$ cat config.mk
export PLATFORM = sky130hd
export DESIGN_NAME = smb_cfg_slave
export DESIGN_NICKNAME = d
export VERILOG_FILES = /design/src/rtl/smb_cfg_pkg.sv /design/src/rtl/smb_line_sync.sv /design/src/rtl/smb_frame_engine.sv /design/src/rtl/smb_cfg_bank.sv /design/src/rtl/smb_cfg_slave.sv
export SDC_FILE = /design/constraint.sdc
export NUM_CORES = 1
export LEC_CHECK = 0
export BUFFER_PORTS_ARGS = -buffer_cell sky130_fd_sc_hd__buf_2
export CORE_AREA = 2 2 87 89
export DETAILED_ROUTE_END_ITERATION = 8
export DIE_AREA = 0 0 89 91
export PLACE_DENSITY = 0.76
export SYNTH_ARGS = -nofsm -noshare
export SYNTH_HDL_FRONTEND = slang
export SYNTH_SLANG_ARGS = --single-unit
$ cat constraint.sdc
create_clock -name clk -period 3.8 [get_ports clk]
set_clock_uncertainty 0.1 [all_clocks]
set_input_delay 0.57 -clock clk [delete_from_list [all_inputs] [get_ports clk]]
set_output_delay 0.57 -clock clk [all_outputs]
set_load 0.03 [all_outputs]
$ cat src/rtl/smb_cfg_pkg.sv
package smb_cfg_pkg;

  typedef enum logic [2:0] {
    PH_IDLE,
    PH_ADDR,
    PH_CMD,
    PH_COUNT,
    PH_DATA,
    PH_SKIP
  } phase_t;

  localparam logic [7:0] ID_VALUE = 8'h08;

  // writable bits per configuration byte
  function automatic logic [7:0] wr_mask(input int idx);
    case (idx)
      0:       return 8'hA8;
      1:       return 8'h7F;
      2:       return 8'h7F;
      3:       return 8'hFF;
      4:       return 8'h3F;
      5:       return 8'h3F;
      default: return 8'h00;
    endcase
  endfunction

  // power-on value of the stored bits per configuration byte
  function automatic logic [7:0] rst_value(input int idx);
    case (idx)
      1:       return 8'h07;
      2:       return 8'h7F;
      3:       return 8'hC7;
      4:       return 8'h3F;
      default: return 8'h00;
    endcase
  endfunction

endpackage

$ cat src/rtl/smb_line_sync.sv
module smb_line_sync #(
  parameter int LINES  = 2,
  parameter int STAGES = 2
) (
  input  logic             clk,
  input  logic             rst_n,
  input  logic [LINES-1:0] raw,
  output logic [LINES-1:0] synced,
  output logic [LINES-1:0] prev
);

  for (genvar g = 0; g < LINES; g++) begin : g_line
    logic [STAGES:0] chain_q;
    logic [STAGES:0] chain_d;

    always_comb chain_d = {chain_q[STAGES-1:0], raw[g]};

    always_ff @(posedge clk or negedge rst_n) begin
      if (!rst_n) chain_q <= '1;
      else        chain_q <= chain_d;
    end

    assign synced[g] = chain_q[STAGES-1];
    assign prev[g]   = chain_q[STAGES];
  end

endmodule

$ cat src/rtl/smb_frame_engine.sv
module smb_frame_engine
  import smb_cfg_pkg::*;
#(
  parameter logic [7:0] ADDR_BYTE = 8'hD2,
  parameter int         MAX_COUNT = 32,
  parameter int         RW_BYTES  = 6,
  parameter int         IDX_W     = 3
) (
  input  logic             clk,
  input  logic             rst_n,
  input  logic             scl_s,
  input  logic             scl_p,
  input  logic             sda_s,
  input  logic             sda_p,
  output logic             ack_pull,
  output logic             wr_en,
  output logic [IDX_W-1:0] wr_idx,
  output logic [7:0]       wr_data
);

  localparam int CNT_W = $clog2(MAX_COUNT + 1);

  phase_t           phase_q, phase_d;
  logic [3:0]       bit_q, bit_d;
  logic [7:0]       sh_q, sh_d;
  logic             ack_q, ack_d;
  logic [CNT_W-1:0] left_q, left_d;
  logic [CNT_W-1:0] idx_q, idx_d;
  logic             wr_en_q, wr_en_d;
  logic [IDX_W-1:0] wr_idx_q, wr_idx_d;
  logic [7:0]       wr_data_q, wr_data_d;

  logic scl_rise, scl_fall, start_ev, stop_ev, active;

  always_comb begin
    scl_rise = scl_s & ~scl_p;
    scl_fall = ~scl_s & scl_p;
    start_ev = scl_s & scl_p & sda_p & ~sda_s;
    stop_ev  = scl_s & scl_p & ~sda_p & sda_s;
    active   = (phase_q != PH_IDLE) && (phase_q != PH_SKIP);
  end

  always_comb begin
    phase_d   = phase_q;
    bit_d     = bit_q;
    sh_d      = sh_q;
    ack_d     = ack_q;
    left_d    = left_q;
    idx_d     = idx_q;
    wr_en_d   = 1'b0;
    wr_idx_d  = wr_idx_q;
    wr_data_d = wr_data_q;

    if (start_ev) begin
      phase_d = PH_ADDR;
      bit_d   = '0;
      ack_d   = 1'b0;
    end else if (stop_ev) begin
      phase_d = PH_IDLE;
      bit_d   = '0;
      ack_d   = 1'b0;
    end else if (scl_fall && ack_q) begin
      // end of the ninth clock: release the line
      ack_d = 1'b0;
      bit_d = '0;
    end else if (active && scl_rise && (bit_q < 4'd8)) begin
      sh_d  = {sh_q[6:0], sda_s};
      bit_d = bit_q + 4'd1;
    end else if (active && scl_fall && (bit_q == 4'd8)) begin
      case (phase_q)
        PH_ADDR: begin
          if (sh_q == ADDR_BYTE) begin
            ack_d   = 1'b1;
            phase_d = PH_CMD;
          end else begin
            phase_d = PH_SKIP;
          end
        end
        PH_CMD: begin
          if (sh_q == 8'h00) begin
            ack_d   = 1'b1;
            phase_d = PH_COUNT;
          end else begin
            phase_d = PH_SKIP;
          end
        end
        PH_COUNT: begin
          if ((sh_q != 8'h00) && (sh_q <= 8'(MAX_COUNT))) begin
            ack_d   = 1'b1;
            left_d  = sh_q[CNT_W-1:0];
            idx_d   = '0;
            phase_d = PH_DATA;
          end else begin
            phase_d = PH_SKIP;
          end
        end
        PH_DATA: begin
          ack_d = 1'b1;
          if (idx_q < CNT_W'(RW_BYTES)) begin
            wr_en_d   = 1'b1;
            wr_idx_d  = idx_q[IDX_W-1:0];
            wr_data_d = sh_q;
          end
          idx_d  = idx_q + 1'b1;
          left_d = left_q - 1'b1;
          if (left_q == CNT_W'(1)) phase_d = PH_SKIP;
        end
        default: phase_d = PH_SKIP;
      endcase
    end
  end

  always_ff @(posedge clk or negedge rst_n) begin
    if (!rst_n) begin
      phase_q   <= PH_IDLE;
      bit_q     <= '0;
      sh_q      <= '0;
      ack_q     <= 1'b0;
      left_q    <= '0;
      idx_q     <= '0;
      wr_en_q   <= 1'b0;
      wr_idx_q  <= '0;
      wr_data_q <= '0;
    end else begin
      phase_q   <= phase_d;
      bit_q     <= bit_d;
      sh_q      <= sh_d;
      ack_q     <= ack_d;
      left_q    <= left_d;
      idx_q     <= idx_d;
      wr_en_q   <= wr_en_d;
      wr_idx_q  <= wr_idx_d;
      wr_data_q <= wr_data_d;
    end
  end

  assign ack_pull = ack_q;
  assign wr_en    = wr_en_q;
  assign wr_idx   = wr_idx_q;
  assign wr_data  = wr_data_q;

endmodule

$ cat src/rtl/smb_cfg_bank.sv
module smb_cfg_bank
  import smb_cfg_pkg::*;
#(
  parameter int RW_BYTES = 6,
  parameter int IDX_W    = 3
) (
  input  logic                    clk,
  input  logic                    rst_n,
  input  logic                    wr_en,
  input  logic [IDX_W-1:0]        wr_idx,
  input  logic [7:0]              wr_data,
  input  logic                    stop_live,
  input  logic [1:0]              strap_raw,
  output logic [(RW_BYTES+1)*8-1:0] bus
);

  logic [1:0] strap_q, strap_d;
  logic       taken_q, taken_d;

  always_comb begin
    strap_d = strap_q;
    taken_d = taken_q;
    if (!taken_q) begin
      strap_d = strap_raw;
      taken_d = 1'b1;
    end
  end

  always_ff @(posedge clk or negedge rst_n) begin
    if (!rst_n) begin
      strap_q <= '0;
      taken_q <= 1'b0;
    end else begin
      strap_q <= strap_d;
      taken_q <= taken_d;
    end
  end

  for (genvar g = 0; g < RW_BYTES; g++) begin : g_byte
    localparam logic [7:0] MASK = wr_mask(g);
    localparam logic [7:0] INIT = rst_value(g);
    logic [7:0] q, d;
    logic       hit;

    always_comb begin
      hit = wr_en && (wr_idx == IDX_W'(g));
      d   = hit ? ((q & ~MASK) | (wr_data & MASK)) : q;
    end

    always_ff @(posedge clk or negedge rst_n) begin
      if (!rst_n) q <= INIT;
      else        q <= d;
    end

    if (g == 0) begin : g_status
      assign bus[7:0] = {q[7], 1'b0, q[5], stop_live, q[3], strap_q, 1'b1};
    end else begin : g_plain
      assign bus[g*8 +: 8] = q;
    end
  end

  assign bus[RW_BYTES*8 +: 8] = ID_VALUE;

endmodule

$ cat src/rtl/smb_cfg_slave.sv
module smb_cfg_slave
  import smb_cfg_pkg::*;
#(
  parameter int         RW_BYTES    = 6,
  parameter int         MAX_COUNT   = 32,
  parameter logic [7:0] ADDR_BYTE   = 8'hD2,
  parameter int         SYNC_STAGES = 2
) (
  input  logic                      clk,
  input  logic                      rst_n,
  input  logic                      scl_in,
  input  logic                      sda_in,
  input  logic                      cpu_stop_n,
  input  logic [1:0]                strap_in,
  output logic                      sda_pull,
  output logic [(RW_BYTES+1)*8-1:0] cfg_bus
);

  localparam int IDX_W = (RW_BYTES > 1) ? $clog2(RW_BYTES) : 1;

  logic [1:0]       rst_sync_q;
  logic             rst_sync_n;
  logic [1:0]       line_s, line_p;
  logic             scl_s, scl_p, sda_s, sda_p;
  logic             wr_en;
  logic [IDX_W-1:0] wr_idx;
  logic [7:0]       wr_data;

  always_ff @(posedge clk or negedge rst_n) begin
    if (!rst_n) rst_sync_q <= 2'b00;
    else        rst_sync_q <= {rst_sync_q[0], 1'b1};
  end
  assign rst_sync_n = rst_sync_q[1];

  smb_line_sync #(.LINES(2), .STAGES(SYNC_STAGES)) u_sync (
    .clk    (clk),
    .rst_n  (rst_sync_n),
    .raw    ({sda_in, scl_in}),
    .synced (line_s),
    .prev   (line_p)
  );

  assign scl_s = line_s[0];
  assign sda_s = line_s[1];
  assign scl_p = line_p[0];
  assign sda_p = line_p[1];

  smb_frame_engine #(
    .ADDR_BYTE (ADDR_BYTE),
    .MAX_COUNT (MAX_COUNT),
    .RW_BYTES  (RW_BYTES),
    .IDX_W     (IDX_W)
  ) u_eng (
    .clk      (clk),
    .rst_n    (rst_sync_n),
    .scl_s    (scl_s),
    .scl_p    (scl_p),
    .sda_s    (sda_s),
    .sda_p    (sda_p),
    .ack_pull (sda_pull),
    .wr_en    (wr_en),
    .wr_idx   (wr_idx),
    .wr_data  (wr_data)
  );

  smb_cfg_bank #(.RW_BYTES(RW_BYTES), .IDX_W(IDX_W)) u_bank (
    .clk       (clk),
    .rst_n     (rst_sync_n),
    .wr_en     (wr_en),
    .wr_idx    (wr_idx),
    .wr_data   (wr_data),
    .stop_live (cpu_stop_n),
    .strap_raw (strap_in),
    .bus       (cfg_bus)
  );

endmodule

# == After elaboration in Yosys (flattened, before gate mapping) ==
# Index checks and enable logic that the tools add are counted.
# op_classes
reduce_logical,27
n_eq_ne,21
addsub,3
bitwise,20
order_cmp,3
mux,34
# ops
operator,count
3-bit two-way mux,8
6-bit one-hot mux with 2 select lines,2
1-bit two-way mux,16
4-bit two-way mux,4
8-bit by 6-bit OR with 8-bit output,2
8-bit by 7-bit OR with 8-bit output,2
5-bit by 1-bit != test with 1-bit output (second input constant),3
7-bit AND reduction,2
1-bit logical AND,13
3-bit by 2-bit == test with 1-bit output (second input constant),4
6-bit two-way mux,2
3-bit one-hot mux with 4 select lines,1
3-bit == test (second input constant),3
8-bit == test (second input constant),1
8-bit by 6-bit <= comparator with 1-bit output (second input constant),1
8-bit logical NOT,1
4-bit by 1-bit != test with 1-bit output (second input constant),2
1-bit inverter,8
7-bit by 8-bit OR with 8-bit output,1
4-bit AND reduction,2
4-bit nonzero test,2
8-bit nonzero test,1
1-bit bitwise AND,7
7-bit nonzero test,1
16 further kinds,19
# word_totals
out_inout_bits,57
reg_bits,99
inputBits,7

# == Logic depth before layout (Yosys ltp) ==
# Gate-level depths: netlist (run 1).
# logic_depth
depth_word,9
mapped_depth,8
ltp_nobuf,7

# == Cells and area by module ==
# From an unflattened synthesis (run 1), not the netlist that was laid out.
# unflattened
hier_cells,327
hier_area_um2,4022.6
# by_module_without_submodules
mod,cells_each,seq_area_each_um2,area_per_inst_um2,instances
smb_frame_engine,207,1001.0,2090.8,1
smb_cfg_bank,107,1027.2,1690.4,1
smb_line_sync,10,157.7,187.7,1
smb_cfg_slave,3,50.0,53.8,1

# == Worst setup path after synthesis (run 1) ==
# OpenSTA, ideal clock, no wires.
# synth_path
path_kind,register to register
start,register u_eng.phase_q[0]
end,"register u_eng.wr_idx_q[0], in the netlist u_eng.wr_idx[0]"
n_path_buf,3
t_arrival_ns,1.681
required_ns,3.573
path_slack_ns,1.891
period_less_slack_ns,1.909
stages_incl_launch_ff,8
cell_sequence,dfrtp_1 buf_6 or3b_1 buf_6 nor2_2 nand2_1 buf_6 mux2_1
# synth_via
elab_chain_len,6
# synth_rtl
item,line_no,source
from (decl),smb_frame_engine.sv:23,"phase_t phase_q, phase_d;"
from (signal assigned),smb_frame_engine.sv:125,phase_q <= phase_d;
3-bit != test or 3-bit nonzero test (tied branches),smb_frame_engine.sv:40,active = (phase_q != PH_IDLE) && (phase_q != PH_SKIP);
1-bit logical AND,smb_frame_engine.sv:40,
1-bit logical AND (2 in a row),smb_frame_engine.sv:66,end else if (active && scl_rise && (bit_q < 4'd8)) begin
1-bit inverter (no source line),-,
7-bit AND reduction (no source line) *,-,
to (signal assigned),smb_frame_engine.sv:132,wr_idx_q <= wr_idx_d;
to (decl),smb_frame_engine.sv:30,"logic [IDX_W-1:0] wr_idx_q, wr_idx_d;"
# Mark *: on every way between the ends. The rest lies on a longest branch, timed or not.
# A chain may end at the register's enable or synchronous reset.

# == Worst setup path in the final report (run 1) ==
# layout_path
start,register u_eng.phase_q[0]
end,register u_eng.bit_q[2]
# layout_via
elab_chain_len,5
# layout_rtl
item,line_no,source
3-bit != test or 3-bit nonzero test (tied branches),smb_frame_engine.sv:40,
1-bit logical AND *,smb_frame_engine.sv:40,
1-bit logical AND * (2 in a row),smb_frame_engine.sv:66,
4-bit nonzero test (no source line) *,-,
to (signal assigned),smb_frame_engine.sv:126,bit_q <= bit_d;
to (decl),smb_frame_engine.sv:24,"logic [3:0] bit_q, bit_d;"
# Marked as above.

==> results of run 1 <==
[registers in the layout, indices dropped and copies added (netlist names)]
name	flops
u_eng.sh_q	8
u_bank.g_byte.q	37
u_bank.taken_q	1
u_bank.strap_q	2
u_sync.g_line.chain_q	6
u_eng.bit_q	4
rst_sync_q	2
u_eng.wr_idx	3
u_eng.ack_pull	1
u_eng.wr_data	8
u_eng.wr_en	1
u_eng.left_q	6
u_eng.phase_q	3
u_eng.idx_q	6
[through the flow]
stage          hold slack (ps)  total power, W  utilization
6_report                   218         0.00191        0.615
3_3_place_gp               242         0.00127        0.586
5_1_grt                    190         0.00201        0.615
2_1_floorplan              174         0.00123            -
4_1_cts                    206         0.00193        0.615
3_5_place_dp               236         0.00128        0.586
[cells by family (layout without fill, tap and decap cells)]
family	count (synthesis)	in the layout	synth area share
DFF	88	88	0.566
and+or+nand+nor	68	68	0.0944
muxes	59	59	0.168
AOI/OAI and AO/OA	51	51	0.0940
buffers and inverters	32	69	0.0535
adders and majority gates	5	5	0.0158
xor gates and xnor gates	3	3	0.00665
other	2	18	0.00190
[layout by cell type (no fill, tap or decap), types with 2 or more instances in the layout]
master,instances
nor3b_1,2
nand3_1,12
dfrtp_1,60
mux2_2,49
o31ai_1,3
o21ai_0,11
buf_2,45
conb_1,18
ha_1,5
xor2_1,2
inv_6,2
a21oi_1,10
a21boi_0,2
o21a_1,3
clkbuf_8,9
mux2_1,9
nor2b_1,2
o2bb2ai_1,5
nor3_1,8
o221a_1,3
dfstp_2,27
inv_1,7
o211ai_1,3
and3_1,3
nand2_1,13
nor2_1,17
and3b_1,2
[synthesized netlist by cell type, drive strengths merged]
cell     count  area, um2
a2111oi      1       8.76
a21boi       2       15.0
a21oi       10       50.1
a22o         1       8.76
a2bb2oi      1       8.76
a311oi       1       8.76
a31o         1       8.76
and2         1       6.26
and3         3       18.8
and3b        2       17.5
and4bb       1       12.5
buf         22        174
clkbuf       3       11.3
conb         2       7.51
dfrtp       61       1530
dfstp       27        709
ha           5       62.6
inv          7       26.3
mux2        58        653
mux2i        1       10.0
nand2       13       48.8
nand3       12       60.1
nand4b       1       8.76
nor2        18       70.1
nor2b        2       12.5
nor3         8       40.0
nor3b        3       27.5
nor4b        1       23.8
o211a        1       10.0
o211ai       3       22.5
o21a         3       22.5
o21ai       12       63.8
o221a        4       45.0
o22ai        1       6.26
o2bb2ai      5       43.8
o311ai       1       16.3
o31ai        3       22.5
o32a         1       10.0
or2          1       6.26
or3          1       11.3
or3b         1       8.76
xnor2        1       8.76
xor2         2       17.5
[how the worst max path moves through the flow]
stage                                       startpoint                           endpoint  cells past startpoint  slack, ps
after global routing      u_eng.phase_q[0]$_DFFE_PN0P_         u_eng.bit_q[2]$_DFFE_PN0P_                      5       1410
after floorplan                rst_sync_q[1]$_DFF_PN0_  u_bank.g_byte[0].q[3]$_DFFE_PN0P_                      0       1110
after CTS                 u_eng.phase_q[0]$_DFFE_PN0P_         u_eng.bit_q[2]$_DFFE_PN0P_                      5       1580
final                     u_eng.phase_q[0]$_DFFE_PN0P_         u_eng.bit_q[2]$_DFFE_PN0P_                      5       1600
after global placement    u_eng.phase_q[0]$_DFFE_PN0P_         u_eng.bit_q[2]$_DFFE_PN0P_                      5       1660
after detailed placement  u_eng.phase_q[0]$_DFFE_PN0P_         u_eng.bit_q[2]$_DFFE_PN0P_                      5       1600
[layer usage]
| metal | part of all wire | vias up | GRT usage |
|---|---|---|---|
| met5 | 0 | - | 0 |
| met3 | 0.023 | 9 | 0.0309 |
| li1 | - | 1170 | - |
| met1 | 0.47 | 1276 | 0.265 |
| met4 | 0.012 | 0 | 0.0597 |
| met2 | 0.50 | 38 | 0.289 |
[power by group]
part	switching (W)	internal, W	total, W	leakage [nW]
clock	0.000334	0.000315	0.000649	0.0994
sequential	0.000104	0.000994	0.00110	1.10
combinational	0.0000921	0.0000761	0.000168	0.909
total	0.000530	0.00138	0.00191	2.11
[what timing repair did]
item	CTS	global route
gates resized for setup	0	0
buffers inserted	0	0
hold buffers	1	0
endpoints found under the hold margin	2	0
[worst max-delay path: stages (launching register included)]
cell,delay [ps]
dfrtp_1,470
xor2_1,220
o211ai_1,870
nor2_1,110
xor2_1,180
and2_1,160
[cell type report]
class / instances / area [um2] / share of cell area
Sequential cell: 88 / 2240 / 0.510
Multi-Input combinational cell: 204 / 1560 / 0.356
Timing Repair Buffer: 46 / 235 / 0.0536
Clock buffer: 10 / 128 / 0.0291
Tap cell: 99 / 124 / 0.0282
Clock inverter: 6 / 75.1 / 0.0171
Inverter: 7 / 26.3 / 0.00598
==> results.sh, run 1 <==
export IMPL_arrival_ps=2340
export IMPL_p_leak_nw=2.11
export IMPL_holdCritPathClass="in2reg"
export IMPL_drt_iter0_drc=108
export IMPL_cts_sinks=88
export IMPL_root_buffer="clkbuf_8"
export IMPL_overflow=0
export IMPL_synth_distinct_cells=50
export IMPL_numCtsBuffers=9
export IMPL_gp_congestion=0.817
export IMPL_period_minus_slack_ps=2200
export IMPL_slew_headroom=0.279
export IMPL_place_hpwl_um=4880
export IMPL_setup_ws_ps=1600
export IMPL_ios=64
export IMPL_design_area_um2=4390
export IMPL_endpoint_kind="flip-flop"
export IMPL_drt_pass1_iter_count=4
export IMPL_vias_per_cell=5.42
export IMPL_path_class="reg2reg"
export IMPL_place_area_um2=4180
export IMPL_grt_pass1_wl_um=11700
export IMPL_tightest_slew_ps=1080
export IMPL_syn_inst=308
export IMPL_max_freq_mhz=454
export IMPL_cp_required_ps=3940
export IMPL_placedCellCount=443
export IMPL_rsz0062_at_grt="no"
export IMPL_vias=2493
export IMPL_finalNetCount=368
export IMPL_postRouteAntennaNets=0
export IMPL_cp_start_kind="flip-flop"
export IMPL_fin_tns_setup_ps=0
export IMPL_drc=0
export IMPL_crit_fanout=14
export IMPL_core_area_um2=7140
export IMPL_htreeDepth=3
export IMPL_clock_latency_ps=340
export IMPL_cts_tree="yes"
export IMPL_finalCritPeriodShare=0.580
export IMPL_grt_pass1_vias=2413
export IMPL_r2r_end="u_eng.bit_q[2]$_DFFE_PN0P_"
export IMPL_maxCapViolations=0
export IMPL_dp_slack_ps=1600
export IMPL_drive_gt1_frac=0.407
export IMPL_dieArea_um2=8100
export IMPL_rr_worst_depth=5
export IMPL_grtUsageTotal=0.185
export IMPL_initial_core_util=0.554
export IMPL_seq_area_frac_synth=0.566
export IMPL_regToRegSetupSlack_ps=1600
export IMPL_wl_per_cell_um=15.2
export IMPL_clockBufferDepth=2
export IMPL_ys_seq_elements=88
export IMPL_area_growth_syn_to_layout_pct=11.1
export IMPL_syn_mean_instance_area_um2=12.8
export IMPL_die_w_um=89
export IMPL_clk_pin_slew_ps=90
export IMPL_powerDensity_nw_per_um2=436
export IMPL_min_path_cells=1
export IMPL_finalWirelength_um=6970
export IMPL_numPortBuffers=45
export IMPL_antenna_found_initial=0
export IMPL_holdPathEnd="u_sync.g_line[0].chain_q[0]$_DFF_PN1_"
export IMPL_synth_warning_count=0
export IMPL_fin_cells=460
export IMPL_grt_start_max_net_pins=87
export IMPL_rows=31
export IMPL_hold_violations=0
export IMPL_setup_violations=0
export IMPL_outcome="finished, final reports clean"
export IMPL_min_from="scl_in"
export IMPL_max_vdd_ir_drop_uv=346
export IMPL_drv_slew=0
export IMPL_r2r_start="u_eng.phase_q[0]$_DFFE_PN0P_"
export IMPL_netlist_area_um2=3950
export IMPL_die_h_um=91
export IMPL_num_antenna_cells=0
export IMPL_num_fill_cells=591
Note: power is estimated with default switching activity, not from simulation.
==> run 2: changes to the inputs <==
ABC_AREA = 1   (was unset)
CORE_AREA = 2 2 88 90   (was 2 2 87 89)
DIE_AREA = 0 0 90 92   (was 0 0 89 91)
PLACE_DENSITY = 0.75   (was 0.76)
clock period = 2.2 ns   (was 3.8 ns; I/O delays follow)
==> run 2 against run 1 <==
Non-clock buffer count up 9; via count up 24%; die area increased by 2.2%; total power grew 81%; largest cell class unchanged; highest routed layer unchanged.
==> results.sh, run 2 <==
export IMPL_setup_ws_ps=273
export IMPL_drv_slew=0
export IMPL_layout_area_seq_um2=2240
export IMPL_final_common_cell="nand2_1"
export IMPL_cp_required_ps=2380
export IMPL_numCtsBuffers=9
export IMPL_ios=64
export IMPL_vias_per_cell=4.89
export IMPL_drt_iter0_drc=149
export IMPL_finalNetCount=535
export IMPL_min_from="strap_in[1]"
export IMPL_multi_input_area_um2=1450
export IMPL_synth_largest_area_cell="dfrtp_1"
export IMPL_final_cell_mix="nand2_1, o21ai_0, dfrtp_1, inv_1, buf_2"
export IMPL_netlist_area_um2=3990
export IMPL_cts_sinks=88
export IMPL_period_minus_slack_ps=1930
export IMPL_crit_fanout=21
export IMPL_setup_worst_path_end="u_eng.wr_data[3]$_DFFE_PN0P_"
export IMPL_clockBufferDepth=2
export IMPL_outcome="finished, final reports clean"
export IMPL_drive_gt1_frac=0.205
export IMPL_finalWirelength_um=7780
export IMPL_post_cts_resized=0
export IMPL_dp_slack_ps=248
export IMPL_setup_worst_path_start="u_eng.bit_q[0]$_DFFE_PN0P_"
export IMPL_syn_inst=468
export IMPL_num_fill_cells=683
export IMPL_p_leak_nw=2.30
export IMPL_clk_pin_slew_ps=90
export IMPL_regToRegSetupSlack_ps=270
export IMPL_setup_violations=0
export IMPL_endpoint_kind="flip-flop"
export IMPL_htreeDepth=3
export IMPL_max_freq_mhz=519
export IMPL_synth_warning_count=0
export IMPL_holdCritPathClass="in2reg"
export IMPL_dieArea_um2=8280
export IMPL_slew_headroom=0.607
export IMPL_tightest_slew_ps=589
export IMPL_synth_commonest_cells="nand2_1, o21ai_0, dfrtp_1"
export IMPL_utilization=0.608
export IMPL_gp_congestion=0.852
export IMPL_antenna_found_initial=0
export IMPL_p_total_w=0.00346
export IMPL_core_area_um2=7450
export IMPL_fin_tns_setup_ps=0
export IMPL_yosys_most_used_dff="dfrtp_1"
export IMPL_ys_seq_elements=88
export IMPL_seq_area_frac_synth=0.560
export IMPL_cts_tree="yes"
export IMPL_vias=3079
export IMPL_path_class="reg2reg"
export IMPL_synth_async_reset_ratio=1.00
export IMPL_syn_mean_instance_area_um2=8.53
export IMPL_numPortBuffers=45
export IMPL_finalCritPeriodShare=0.876
export IMPL_place_hpwl_um=5580
export IMPL_grt_pass1_vias=2945
export IMPL_drc=0
export IMPL_num_antenna_cells=0
export IMPL_die_h_um=92
export IMPL_grt_pass1_wl_um=13500
export IMPL_drt_pass1_iter_count=5
export IMPL_rows=32
export IMPL_r2r_end="u_eng.wr_data[3]$_DFFE_PN0P_"
export IMPL_holdWs_ps=96.0
export IMPL_top_register="u_bank.g_byte.q"
export IMPL_max_vdd_ir_drop_uv=405
export IMPL_largest_reg_flops=37
export IMPL_arrival_ps=2110
export IMPL_synth_distinct_cells=27
export IMPL_maxCapViolations=0
export IMPL_synth_edf_count=0
export IMPL_r2r_start="u_eng.bit_q[0]$_DFFE_PN0P_"
export IMPL_rsz0062_at_grt="no"
export IMPL_cp_start_kind="flip-flop"
export IMPL_ys_top_cells_by_area="dfrtp_1, dfstp_2, nand2_1, o21ai_0, inv_1"
export IMPL_die_w_um=90
export IMPL_wl_per_cell_um=12.4
export IMPL_area_growth_syn_to_layout_pct=13.3
export IMPL_synth_top_cell_area_share=0.382
export IMPL_grt_start_max_net_pins=48
export IMPL_postRouteAntennaNets=0
export IMPL_hold_violations=0
export IMPL_rr_worst_depth=11
export IMPL_grtUsageTotal=0.204
export IMPL_powerDensity_nw_per_um2=765
export IMPL_initial_core_util=0.536
export IMPL_overflow=0
export IMPL_synth_most_common_cell="nand2_1"
export IMPL_root_buffer="clkbuf_8"
export IMPL_clock_latency_ps=370
[run 2: changes by cell type after synthesis, sizes merged, moves of 7 or more]
cell,change
inv,+43
nand4,+8
nor3,-7
a21oi,-8
o21ai,+57
nand3,+18
nand2,+133
mux2,-56
nor2,+14
[run 2: final cells by class]
type,instances,area share
Sequential cell,88,0.495
Multi-Input combinational cell,319,0.321
Timing Repair Buffer,55,0.0680
Inverter,50,0.0415
Tap cell,102,0.0282
Clock buffer,9,0.0274
Clock inverter,7,0.0185
[run 2: per-stage QoR]
stage	cells	instance area [um2]
final	630	4520
after global routing	630	4520
after CTS	628	4510
after detailed placement	609	4270
after global placement	609	4270
after floorplan	484	4060
[run 2: critical path, stage by stage (launching register included)]
cell,delay [ps]
dfrtp_1,410
inv_1,90
ha_1,140
nand3_1,70
nor2_1,170
nand3_1,150
nor2_4,200
nand2_2,70
nor2_2,90
buf_4,210
nand2_1,70
o21ai_0,70
[run 2: worst min-delay path by stage]
stage | end | depth (start not counted)
after global placement | rst_sync_q[0]$_DFF_PN0_ | 1
final | u_bank.strap_q[1]$_DFFE_PN0N_ | 2
after floorplan | rst_sync_q[0]$_DFF_PN0_ | 0
after global routing | u_bank.strap_q[1]$_DFFE_PN0N_ | 2
after detailed placement | rst_sync_q[0]$_DFF_PN0_ | 1
after CTS | u_bank.strap_q[1]$_DFFE_PN0N_ | 2
[run 2: report_power, final]
group	leakage [nW]	internal [W]	total [W]	switching [W]
Combinational	1.09	0.000145	0.000433	0.000288
Clock	0.103	0.000549	0.00118	0.000631
Sequential	1.11	0.00172	0.00185	0.000131
[run 2: timing repair]
action / 4_1_cts / 5_1_grt
setup buffers: 0 / 2
hold buffers: 3 / 0
endpoints found under the setup margin: 0 / 1
hold endpoints to repair: 4 / 0
[run 2: routing by layer]
layer,track usage,share of wire,vias up
met5,0,0,-
met4,0.0692,0.012,0
met3,0.0444,0.042,6
met2,0.335,0.48,74
met1,0.271,0.46,1437
li1,-,-,1562
[run 2: cells by family after synthesis]
kind of cell,share of synthesized area
adders and majority gates,0.0157
and+or+nand+nor,0.228
muxes,0.00564
DFF,0.560
other,0.00188
xor gates and xnor gates,0.00439
AOI/OAI and AO/OA,0.0930
buffers and inverters,0.0912
==> run 3: changes to the inputs <==
ABC_AREA = 0   (was 1)
CORE_AREA = 2 2 87 89   (was 2 2 88 90)
DIE_AREA = 0 0 89 91   (was 0 0 90 92)
PLACE_DENSITY = 0.76   (was 0.75)
RECOVER_POWER = 25   (was unset)
==> run 3 against run 2 <==
Count of clock-buffer cells in the layout is 1 higher; combinational power is 5.3% lower; cell count is 24% lower; largest cell class unchanged; highest routed layer unchanged.
==> results.sh, run 3 (synthesis gave the netlist of run 1 again) <==
export IMPL_outcome="finished, final reports clean"
export IMPL_cp_required_ps=2340
export IMPL_holdCritPathClass="in2reg"
export IMPL_rsz0062_at_grt="no"
export IMPL_arrival_ps=2230
export IMPL_die_h_um=91
export IMPL_holdWs_ps=119
export IMPL_rows=31
export IMPL_cp_start_kind="flip-flop"
export IMPL_final_cell_mix="dfrtp_1, mux2_2, buf_2, dfstp_2, conb_1"
export IMPL_path_class="reg2reg"
export IMPL_drc=0
export IMPL_num_fill_cells=609
export IMPL_drt_pass1_iter_count=4
export IMPL_design_area_um2=4490
export IMPL_cts_tree="yes"
export IMPL_drt_iter0_drc=92
export IMPL_vias_per_cell=5.41
export IMPL_fin_tns_setup_ps=0
export IMPL_dieArea_um2=8100
export IMPL_grt_pass1_vias=2544
export IMPL_grt_pass1_wl_um=12400
export IMPL_die_w_um=89
export IMPL_antenna_found_initial=0
export IMPL_clock_latency_ps=350
export IMPL_initial_core_util=0.554
export IMPL_top_register="u_bank.g_byte.q"
export IMPL_setup_violations=0
export IMPL_hold_violations=0
export IMPL_grt_start_max_net_pins=50
export IMPL_powerDensity_nw_per_um2=718
export IMPL_htreeDepth=3
export IMPL_core_area_um2=7140
export IMPL_max_vdd_ir_drop_uv=628
export IMPL_final_common_cell="dfrtp_1"
export IMPL_drive_gt1_frac=0.416
export IMPL_multi_input_area_um2=1560
export IMPL_endpoint_kind="flip-flop"
export IMPL_overflow=0
export IMPL_area_growth_syn_to_layout_pct=13.5
export IMPL_finalNetCount=384
export IMPL_cts_sinks=88
export IMPL_grtUsageTotal=0.197
export IMPL_place_area_um2=4300
export IMPL_largest_reg_flops=37
export IMPL_numCtsBuffers=9
export IMPL_clk_pin_slew_ps=80
export IMPL_gp_congestion=0.867
export IMPL_tightest_slew_ps=1460
export IMPL_clockBufferDepth=2
export IMPL_finalWirelength_um=7320
export IMPL_numPortBuffers=45
export IMPL_wl_per_cell_um=15.4
export IMPL_finalCritPeriodShare=0.954
export IMPL_postRouteAntennaNets=0
export IMPL_maxCapViolations=0
export IMPL_layout_area_seq_um2=2240
export IMPL_num_antenna_cells=0
export IMPL_root_buffer="clkbuf_8"
export IMPL_slew_headroom=0.0284
export IMPL_vias=2573
export IMPL_crit_fanout=5
export IMPL_period_minus_slack_ps=2100
export IMPL_p_leak_nw=2.16
export IMPL_place_hpwl_um=5210
export IMPL_drv_slew=0
export IMPL_ios=64
export IMPL_max_freq_mhz=476
## run 3: cell count changes in the layout (fill, tap and decap cells not counted), sizes merged, moves of 7 or more
cell,delta
a21oi,+8
inv,-46
mux2,+56
nand2,-133
nand3,-18
nand4,-8
nor2,-14
nor3,+7
o21ai,-57
## run 3: final cells by class
cell class	count	area share
inverter	7	0.00586
clock inverter	6	0.0100
timing repair buffer	62	0.0809
multi-input combinational	204	0.349
clock buffer	10	0.0285
tap	99	0.0276
sequential	88	0.498
## run 3: worst max-delay path, cell delays in order (launching register included)
cell and delay [ps]:
dfrtp_1 440, or3_4 440, o21a_1 220, nor2_1 360
nand2_1 170, o221a_1 270
## run 3: repair_timing
| action | CTS | global route |
|---|---|---|
| hold endpoints to repair | 4 | 0 |
| setup endpoints to repair | 0 | 0 |
| gates resized for setup | 0 | 0 |
| hold buffers | 3 | 0 |
| setup buffers | 0 | 0 |
## run 3: final timing paths
check                                                 startpoint                                    end  slack [ps]  depth (start not counted)
hold / removal                                       strap_in[1]          u_bank.strap_q[1]$_DFFE_PN0N_         120                          2
min in group asynchronous                                  rst_n                rst_sync_q[0]$_DFF_PN0_         190                          2
setup / recovery                       u_eng.sh_q[3]$_DFFE_PN0N_            u_eng.left_q[4]$_DFFE_PN0P_         100                          5
setup reg to reg                       u_eng.sh_q[3]$_DFFE_PN0N_            u_eng.left_q[4]$_DFFE_PN0P_         100                          5
max in group asynchronous                rst_sync_q[1]$_DFF_PN0_      u_bank.g_byte[3].q[7]$_DFFE_PN1P_         370                          1
hold reg to reg            u_sync.g_line[1].chain_q[0]$_DFF_PN1_  u_sync.g_line[1].chain_q[1]$_DFF_PN1_         260                          0
## run 3: routing by layer
layer | wire length [um] | global-route usage | share of wire | up-vias
li1 | - | - | - | 1208
met1 | 3300 | 0.270 | 0.45 | 1311
met2 | 3700 | 0.321 | 0.51 | 46
met3 | 237 | 0.0436 | 0.032 | 8
met4 | 79 | 0.0485 | 0.011 | 0
met5 | 0 | 0 | 0 | -
## run 3: per-stage QoR
stage | power, W | setup slack, ps | instances | util
2_1_floorplan | 0.00213 | 291 | 324 | -
3_3_place_gp | 0.00224 | 257 | 457 | 0.602
3_5_place_dp | 0.00227 | 148 | 457 | 0.602
4_1_cts | 0.00325 | 112 | 476 | 0.630
5_1_grt | 0.00337 | 2.71 | 476 | 0.629
6_report | 0.00322 | 101 | 476 | 0.629
## run 3: power by group
part / switching, W / total, W / leakage, nW / internal [W]
combinational: 0.000232 / 0.000410 / 0.983 / 0.000178
clock: 0.000567 / 0.000983 / 0.0793 / 0.000416
sequential: 0.000113 / 0.00183 / 1.10 / 0.00172
